### src/rtl/crc_interval_pkg.sv
package crc_interval_pkg;

    localparam int HDR_BYTES = 4;
    localparam int HDR_IW    = $clog2(HDR_BYTES);

    typedef enum logic [1:0] {
        SEL_OFF        = 2'b00,
        SEL_EVERY1     = 2'b01,
        SEL_EVERY_MID  = 2'b10,
        SEL_EVERY_LONG = 2'b11
    } crc_sel_e;

    typedef enum logic [2:0] {
        ST_IDLE,
        ST_HDR,
        ST_DATA,
        ST_OUT_LO,
        ST_OUT_HI
    } ins_state_e;

    typedef struct packed {
        logic seed;     // restart CRC from zero with the present byte
        logic shift;    // fold present byte into running CRC
        logic clr;      // clear CRC after emission
        logic cnt_clr;  // clear interval counter
        logic cnt_inc;  // count one data byte
    } ctl_s;

    // One byte through a reflected CRC register, bit 0 first.
    function automatic logic [15:0] crc16_step(input logic [15:0] c,
                                               input logic [7:0]  d,
                                               input logic [15:0] poly);
        logic [15:0] r;
        r = c;
        for (int i = 0; i < 8; i++) begin
            if (r[0] ^ d[i]) r = (r >> 1) ^ poly;
            else             r = r >> 1;
        end
        return r;
    endfunction

endpackage

### src/rtl/crc_interval_lfsr.sv
module crc_interval_lfsr
    import crc_interval_pkg::*;
#(
    parameter logic [15:0] POLY = 16'hA001
) (
    input  logic        clk,
    input  logic        rst,
    input  logic        seed_i,
    input  logic        shift_i,
    input  logic        clr_i,
    input  logic [7:0]  data_i,
    output logic [15:0] crc_o
);

    logic [15:0] crc_q;

    always_ff @(posedge clk) begin
        if (rst)          crc_q <= '0;
        else if (seed_i)  crc_q <= crc16_step(16'h0000, data_i, POLY);
        else if (clr_i)   crc_q <= '0;
        else if (shift_i) crc_q <= crc16_step(crc_q, data_i, POLY);
    end

    assign crc_o = crc_q;

endmodule

### src/rtl/crc_interval_cnt.sv
module crc_interval_cnt
    import crc_interval_pkg::*;
#(
    parameter int MID_LEN  = 8,
    parameter int LONG_LEN = 32
) (
    input  logic     clk,
    input  logic     rst,
    input  logic     clr_i,
    input  logic     inc_i,
    input  crc_sel_e sel_i,
    output logic     last_o
);

    localparam int CW = $clog2(LONG_LEN + 1);

    logic [CW-1:0] cnt_q;
    logic [CW-1:0] limit;

    always_comb begin
        case (sel_i)
            SEL_EVERY1:     limit = CW'(1);
            SEL_EVERY_MID:  limit = CW'(MID_LEN);
            SEL_EVERY_LONG: limit = CW'(LONG_LEN);
            default:        limit = '0;
        endcase
    end

    assign last_o = (sel_i != SEL_OFF) && (cnt_q == limit - CW'(1));

    always_ff @(posedge clk) begin
        if (rst || clr_i) cnt_q <= '0;
        else if (inc_i)   cnt_q <= last_o ? '0 : cnt_q + CW'(1);
    end

endmodule

### src/rtl/crc_interval_ctl.sv
module crc_interval_ctl
    import crc_interval_pkg::*;
(
    input  logic       clk,
    input  logic       rst,
    input  logic       byte_valid_i,
    input  logic       byte_first_i,
    input  logic [1:0] sel_field_i,
    input  logic       crc_ready_i,
    input  logic       last_i,
    output logic       byte_ready_o,
    output logic       crc_valid_o,
    output logic       out_hi_o,
    output crc_sel_e   sel_o,
    output ctl_s       ctl_o
);

    ins_state_e        state_q, state_d;
    crc_sel_e          sel_q, sel_d;
    logic [HDR_IW-1:0] hdr_idx_q, hdr_idx_d;
    logic              acc, take;

    assign byte_ready_o = byte_first_i || (state_q == ST_HDR) || (state_q == ST_DATA);
    assign crc_valid_o  = (state_q == ST_OUT_LO) || (state_q == ST_OUT_HI);
    assign out_hi_o     = (state_q == ST_OUT_HI);
    assign sel_o        = sel_q;
    assign acc          = byte_valid_i && byte_ready_o;
    assign take         = crc_valid_o && crc_ready_i;

    always_comb begin
        state_d   = state_q;
        sel_d     = sel_q;
        hdr_idx_d = hdr_idx_q;
        ctl_o     = '0;
        if (acc && byte_first_i) begin
            ctl_o.seed    = 1'b1;
            ctl_o.cnt_clr = 1'b1;
            hdr_idx_d     = HDR_IW'(1);
            state_d       = ST_HDR;
        end else if (acc && state_q == ST_HDR) begin
            ctl_o.shift = 1'b1;
            if (hdr_idx_q == HDR_IW'(1)) sel_d = crc_sel_e'(sel_field_i);
            if (hdr_idx_q == HDR_IW'(HDR_BYTES - 1)) state_d = ST_DATA;
            hdr_idx_d = hdr_idx_q + HDR_IW'(1);
        end else if (acc && state_q == ST_DATA) begin
            ctl_o.shift = 1'b1;
            if (sel_q != SEL_OFF) begin
                ctl_o.cnt_inc = 1'b1;
                if (last_i) state_d = ST_OUT_LO;
            end
        end else if (take && state_q == ST_OUT_LO) begin
            state_d = ST_OUT_HI;
        end else if (take && state_q == ST_OUT_HI) begin
            ctl_o.clr = 1'b1;
            state_d   = ST_DATA;
        end
    end

    always_ff @(posedge clk) begin
        if (rst) begin
            state_q   <= ST_IDLE;
            sel_q     <= SEL_OFF;
            hdr_idx_q <= '0;
        end else begin
            state_q   <= state_d;
            sel_q     <= sel_d;
            hdr_idx_q <= hdr_idx_d;
        end
    end

endmodule

### src/rtl/crc_interval_ins.sv
module crc_interval_ins
    import crc_interval_pkg::*;
#(
    parameter int          MID_LEN  = 8,
    parameter int          LONG_LEN = 32,
    parameter int          SEL_LSB  = 0,
    parameter logic [15:0] POLY     = 16'hA001
) (
    input  logic       clk,
    input  logic       rst,
    input  logic       byte_valid_i,
    input  logic       byte_first_i,
    input  logic       byte_dir_i,
    input  logic [7:0] byte_data_i,
    output logic       byte_ready_o,
    output logic       crc_valid_o,
    input  logic       crc_ready_i,
    output logic [7:0] crc_byte_o
);

    ctl_s        ctl;
    crc_sel_e    sel;
    logic        last;
    logic        out_hi;
    logic [15:0] crc;

    crc_interval_ctl u_ctl (
        .clk          (clk),
        .rst          (rst),
        .byte_valid_i (byte_valid_i),
        .byte_first_i (byte_first_i),
        .sel_field_i  (byte_data_i[SEL_LSB +: 2]),
        .crc_ready_i  (crc_ready_i),
        .last_i       (last),
        .byte_ready_o (byte_ready_o),
        .crc_valid_o  (crc_valid_o),
        .out_hi_o     (out_hi),
        .sel_o        (sel),
        .ctl_o        (ctl)
    );

    crc_interval_cnt #(
        .MID_LEN  (MID_LEN),
        .LONG_LEN (LONG_LEN)
    ) u_cnt (
        .clk    (clk),
        .rst    (rst),
        .clr_i  (ctl.cnt_clr),
        .inc_i  (ctl.cnt_inc),
        .sel_i  (sel),
        .last_o (last)
    );

    crc_interval_lfsr #(
        .POLY (POLY)
    ) u_lfsr (
        .clk     (clk),
        .rst     (rst),
        .seed_i  (ctl.seed),
        .shift_i (ctl.shift),
        .clr_i   (ctl.clr),
        .data_i  (byte_data_i),
        .crc_o   (crc)
    );

    assign crc_byte_o = out_hi ? ~crc[15:8] : ~crc[7:0];

endmodule

### config.mk
export PLATFORM = sky130hd
export DESIGN_NAME = crc_interval_ins
export DESIGN_NICKNAME = d
export VERILOG_FILES = /design/src/rtl/crc_interval_pkg.sv /design/src/rtl/crc_interval_lfsr.sv /design/src/rtl/crc_interval_cnt.sv /design/src/rtl/crc_interval_ctl.sv /design/src/rtl/crc_interval_ins.sv
export SDC_FILE = /design/constraint.sdc
export NUM_CORES = 1
export LEC_CHECK = 0
export ABC_CLOCK_PERIOD_IN_PS = 2600
export CORE_MARGIN = 2
export CORE_UTILIZATION = 60
export DETAILED_ROUTE_END_ITERATION = 6
export PLACE_DENSITY = 0.83
export SLEW_MARGIN = 20
export SYNTH_ARGS = -nofsm -noshare
export SYNTH_HDL_FRONTEND = slang
export SYNTH_SLANG_ARGS = --single-unit
### constraint.sdc
create_clock -name clk -period 2.6 [get_ports clk]
set_input_delay 0.52 -clock clk [delete_from_list [all_inputs] [get_ports clk]]
set_output_delay 0.52 -clock clk [all_outputs]
set_load 0.01 [all_outputs]
==> results_dict.tcl <==
set metrics [dict create \
    status "finished, final reports clean" \
    cp-endpoint "crc_byte_o[7]" \
    dp_hpwl_um 3350 \
    synth_cell_type_count 48 \
    synth_flop_cell "dfxtp_1" \
    grt_usage 0.247 \
    synth_top_family_by_area "XOR/XNOR gates" \
    core_area_um2 3310 \
    synth_edf_count 0 \
    r2r_end "u_lfsr.crc_o[0]" \
    max_freq_ghz 0.403 \
    synth.mux.area_fraction 0.0829 \
    netlist_area_um2 2050 \
    insertion_delay_ps 330 \
    slowest_stage "clkdlybuf4s50_1" \
    slowest_delay_ps 560 \
    crit_start "u_ctl.state_q[0]" \
    swShare 0.318 \
    reg2reg_setup_slack_ps 770 \
    synthSimpleGateAreaFrac 0.190 \
    worstPathRequired_ps 2080 \
    p_sw_mw 0.393 \
    gp_congestion 0.814 \
    start_kind "flip-flop" \
    ir_drop_uv 346 \
    syn_nets 252 \
    finalHoldViolations 0 \
    diodes 0 \
    std_cell_rows 21 \
    clkPwrFrac 0.258 \
    crit_chain "nor3b_2, buf_4, mux2i_1, clkdlybuf4s50_1" \
    tns_ps 0 \
    grt_overflow 0 \
    clockRootBuffer "clkbuf_4" \
    hold_buffers 0 \
    endpoint_kind "output pin" \
    setup_viol 0 \
    nNetsFinal 283 \
    crit_type "flip-flop to output pin" \
    wire_per_inst_um 14.9 \
    tightest_slew_ps 477 \
    syn_inst 232 \
    fp.dieW_um 62.5 \
    ys_seq_area_frac 0.283 \
    power.leakage_nw 0.961 \
    synth_seq_cells 29 \
    r2r_cells 5 \
    arrival_ps 1960 \
    hold_class "flip-flop to flip-flop" \
    p_int_mw 0.845 \
    slew_headroom 0.680 \
    layout_min_cycle_time_ps 2480 \
    rsz0062_at_grt "no" \
    drtIter0Drc 118 \
    grt_max_degree 26 \
    layout_common_cells "dfxtp_1 (28), nor2_1 (25), clkdlybuf4s50_1 (22)" \
    synth_xor_area_frac 0.193 \
    first_pass_iters 4 \
    ioPinCount 24 \
    cts_buffers 5 \
    p_per_area_nw_per_um2 502 \
    antenna_found_initial 0 \
    synth.largest_area_cell "dfxtp_1" \
    maxCapViolCount 0 \
    cts_tree "yes" \
    p_seq_frac 0.415 \
    mostFrequentLayoutCell "dfxtp_1" \
    viasPerCell 5.75 \
    fin_util 0.745 \
    numClockSinks 29 \
    grt_pass1_wl_um 7720 \
    clockBufferDepth 2 \
    worst_clock_skew_ps 10.5 \
    synthAdderAreaFrac 0.0366 \
    finalCritPeriodShare 0.954 \
    worst_hold_slack_ps 515 \
    ys.warnings.count 0 \
    initial_core_util 0.620 \
    synth_top_cells_by_area "dfxtp_1 (28%), mux2i_1 (8.3%), xnor2_1 (6.8%)" \
    clk_transition_reported_paths_ps 100 \
    synth_top_area_frac 0.283 \
    cts_resized 0 \
    die_area_um2 3900 \
    rr_startpoint "u_lfsr.crc_o[3]" \
    grt_pass1_vias 1685 \
    vias 1781 \
    slew_violations 0 \
    dieHeight_um 62.5 \
    drc 0 \
    drtAntennaViolNets 0 \
    crit_fanout 13 \
    routed_wl_um 4610 \
    postCtsSetupRepairBufs 0 \
    power_frac_comb 0.327 \
    drive_above_1_share 0.133 \
    avgSynthCellArea_um2 8.84 \
    synth_compound_area_frac 0.168 \
    cts.htree.levels 2 \
    synthArstFlopShare 0 \
    place.port_buffers 22 \
    syn_to_final_growth_pct 20.1 \
]
-- kinds of logic (layout without fill, tap and decap cells) --
logic type | after synthesis | after routing
buffers and inverters | 22 | 54
muxes | 17 | 17
DFF | 29 | 29
xor gates and xnor gates | 37 | 37
adders and majority gates | 6 | 6
AOI/OAI and AO/OA | 49 | 49
and+or+nand+nor | 72 | 72
-- per-layer routing --
layer / global-route usage / wire (um)
met5: 0 / 0
met1: 0.323 / 2180
met4: 0.0861 / 65
met3: 0.0577 / 212
met2: 0.402 / 2150
-- flip-flops by register name, indices dropped and copies added (netlist names) --
signal,cells
u_cnt.cnt_q,6
u_ctl.hdr_idx_q,2
u_ctl.sel_o,2
u_ctl.state_q,3
u_lfsr.crc_o,16
-- Yosys cell counts (2+ instances only) --
master,n
and2_1,2
nand4_1,5
o221ai_1,2
xnor2_1,16
a311oi_1,4
inv_1,7
ha_1,6
o211ai_1,3
xnor3_2,2
o21ai_0,8
xnor3_1,2
nand3_1,2
nand2b_1,6
a21oi_1,11
nand2_1,5
mux2i_1,17
xor2_1,15
nor3b_1,4
nor3_1,13
a22oi_1,4
clkbuf_1,8
nor2_1,25
nand3b_1,3
a21o_1,6
buf_1,2
dfxtp_1,29
buf_2,4
-- per-stage QoR --
stage               instance area (um2)  instances  worst slack (ps)  total power [mW]
finish                             2460        310               120              1.24
global route                       2460        310              10.4              1.31
CTS                                2460        310              33.1              1.24
detailed placement                 2390        302              58.1             0.923
global placement                   2390        302               115             0.910
floorplan                          2050        232               566             0.811
-- worst max-delay path, delay by kind of cell, from the launching register on --
kind	cells	cell delay, ps
and+or+nand+nor	1	210
muxes	1	210
DFF	1	400
buffers and inverters	2	800
-- worst min-delay path by stage --
stage	start	to	slack, ps	depth (start not counted)
floorplan	u_ctl.sel_o[1]	u_ctl.sel_o[1]	460	2
global placement	u_ctl.sel_o[1]	u_ctl.sel_o[1]	480	2
detailed placement	u_ctl.sel_o[1]	u_ctl.sel_o[1]	490	2
CTS	u_lfsr.crc_o[11]	u_lfsr.crc_o[11]	520	2
global route	u_lfsr.crc_o[11]	u_lfsr.crc_o[11]	540	2
finish	u_lfsr.crc_o[13]	u_lfsr.crc_o[13]	510	2
-- power groups by stage --
stage                     clock [mW]  sequential, mW  combinational, mW
after global routing           0.350           0.518              0.439
after detailed placement           0           0.523              0.399
after CTS                      0.328           0.512              0.403
final                          0.319           0.514              0.405
after global placement             0           0.522              0.388
after floorplan                    0           0.509              0.301
-- final cells by class --
| cell class | instances | area [um2] |
|---|---|---|
| clock buffers | 7 | 65.1 |
| clock inverters | 1 | 5.00 |
| fillers | 253 | 846 |
| inverters | 7 | 26.3 |
| multi-input cells | 181 | 1380 |
| flip-flops and latches | 29 | 582 |
| well taps | 46 | 57.6 |
| repair buffers | 39 | 348 |
(Power assumes the default switching activity.)
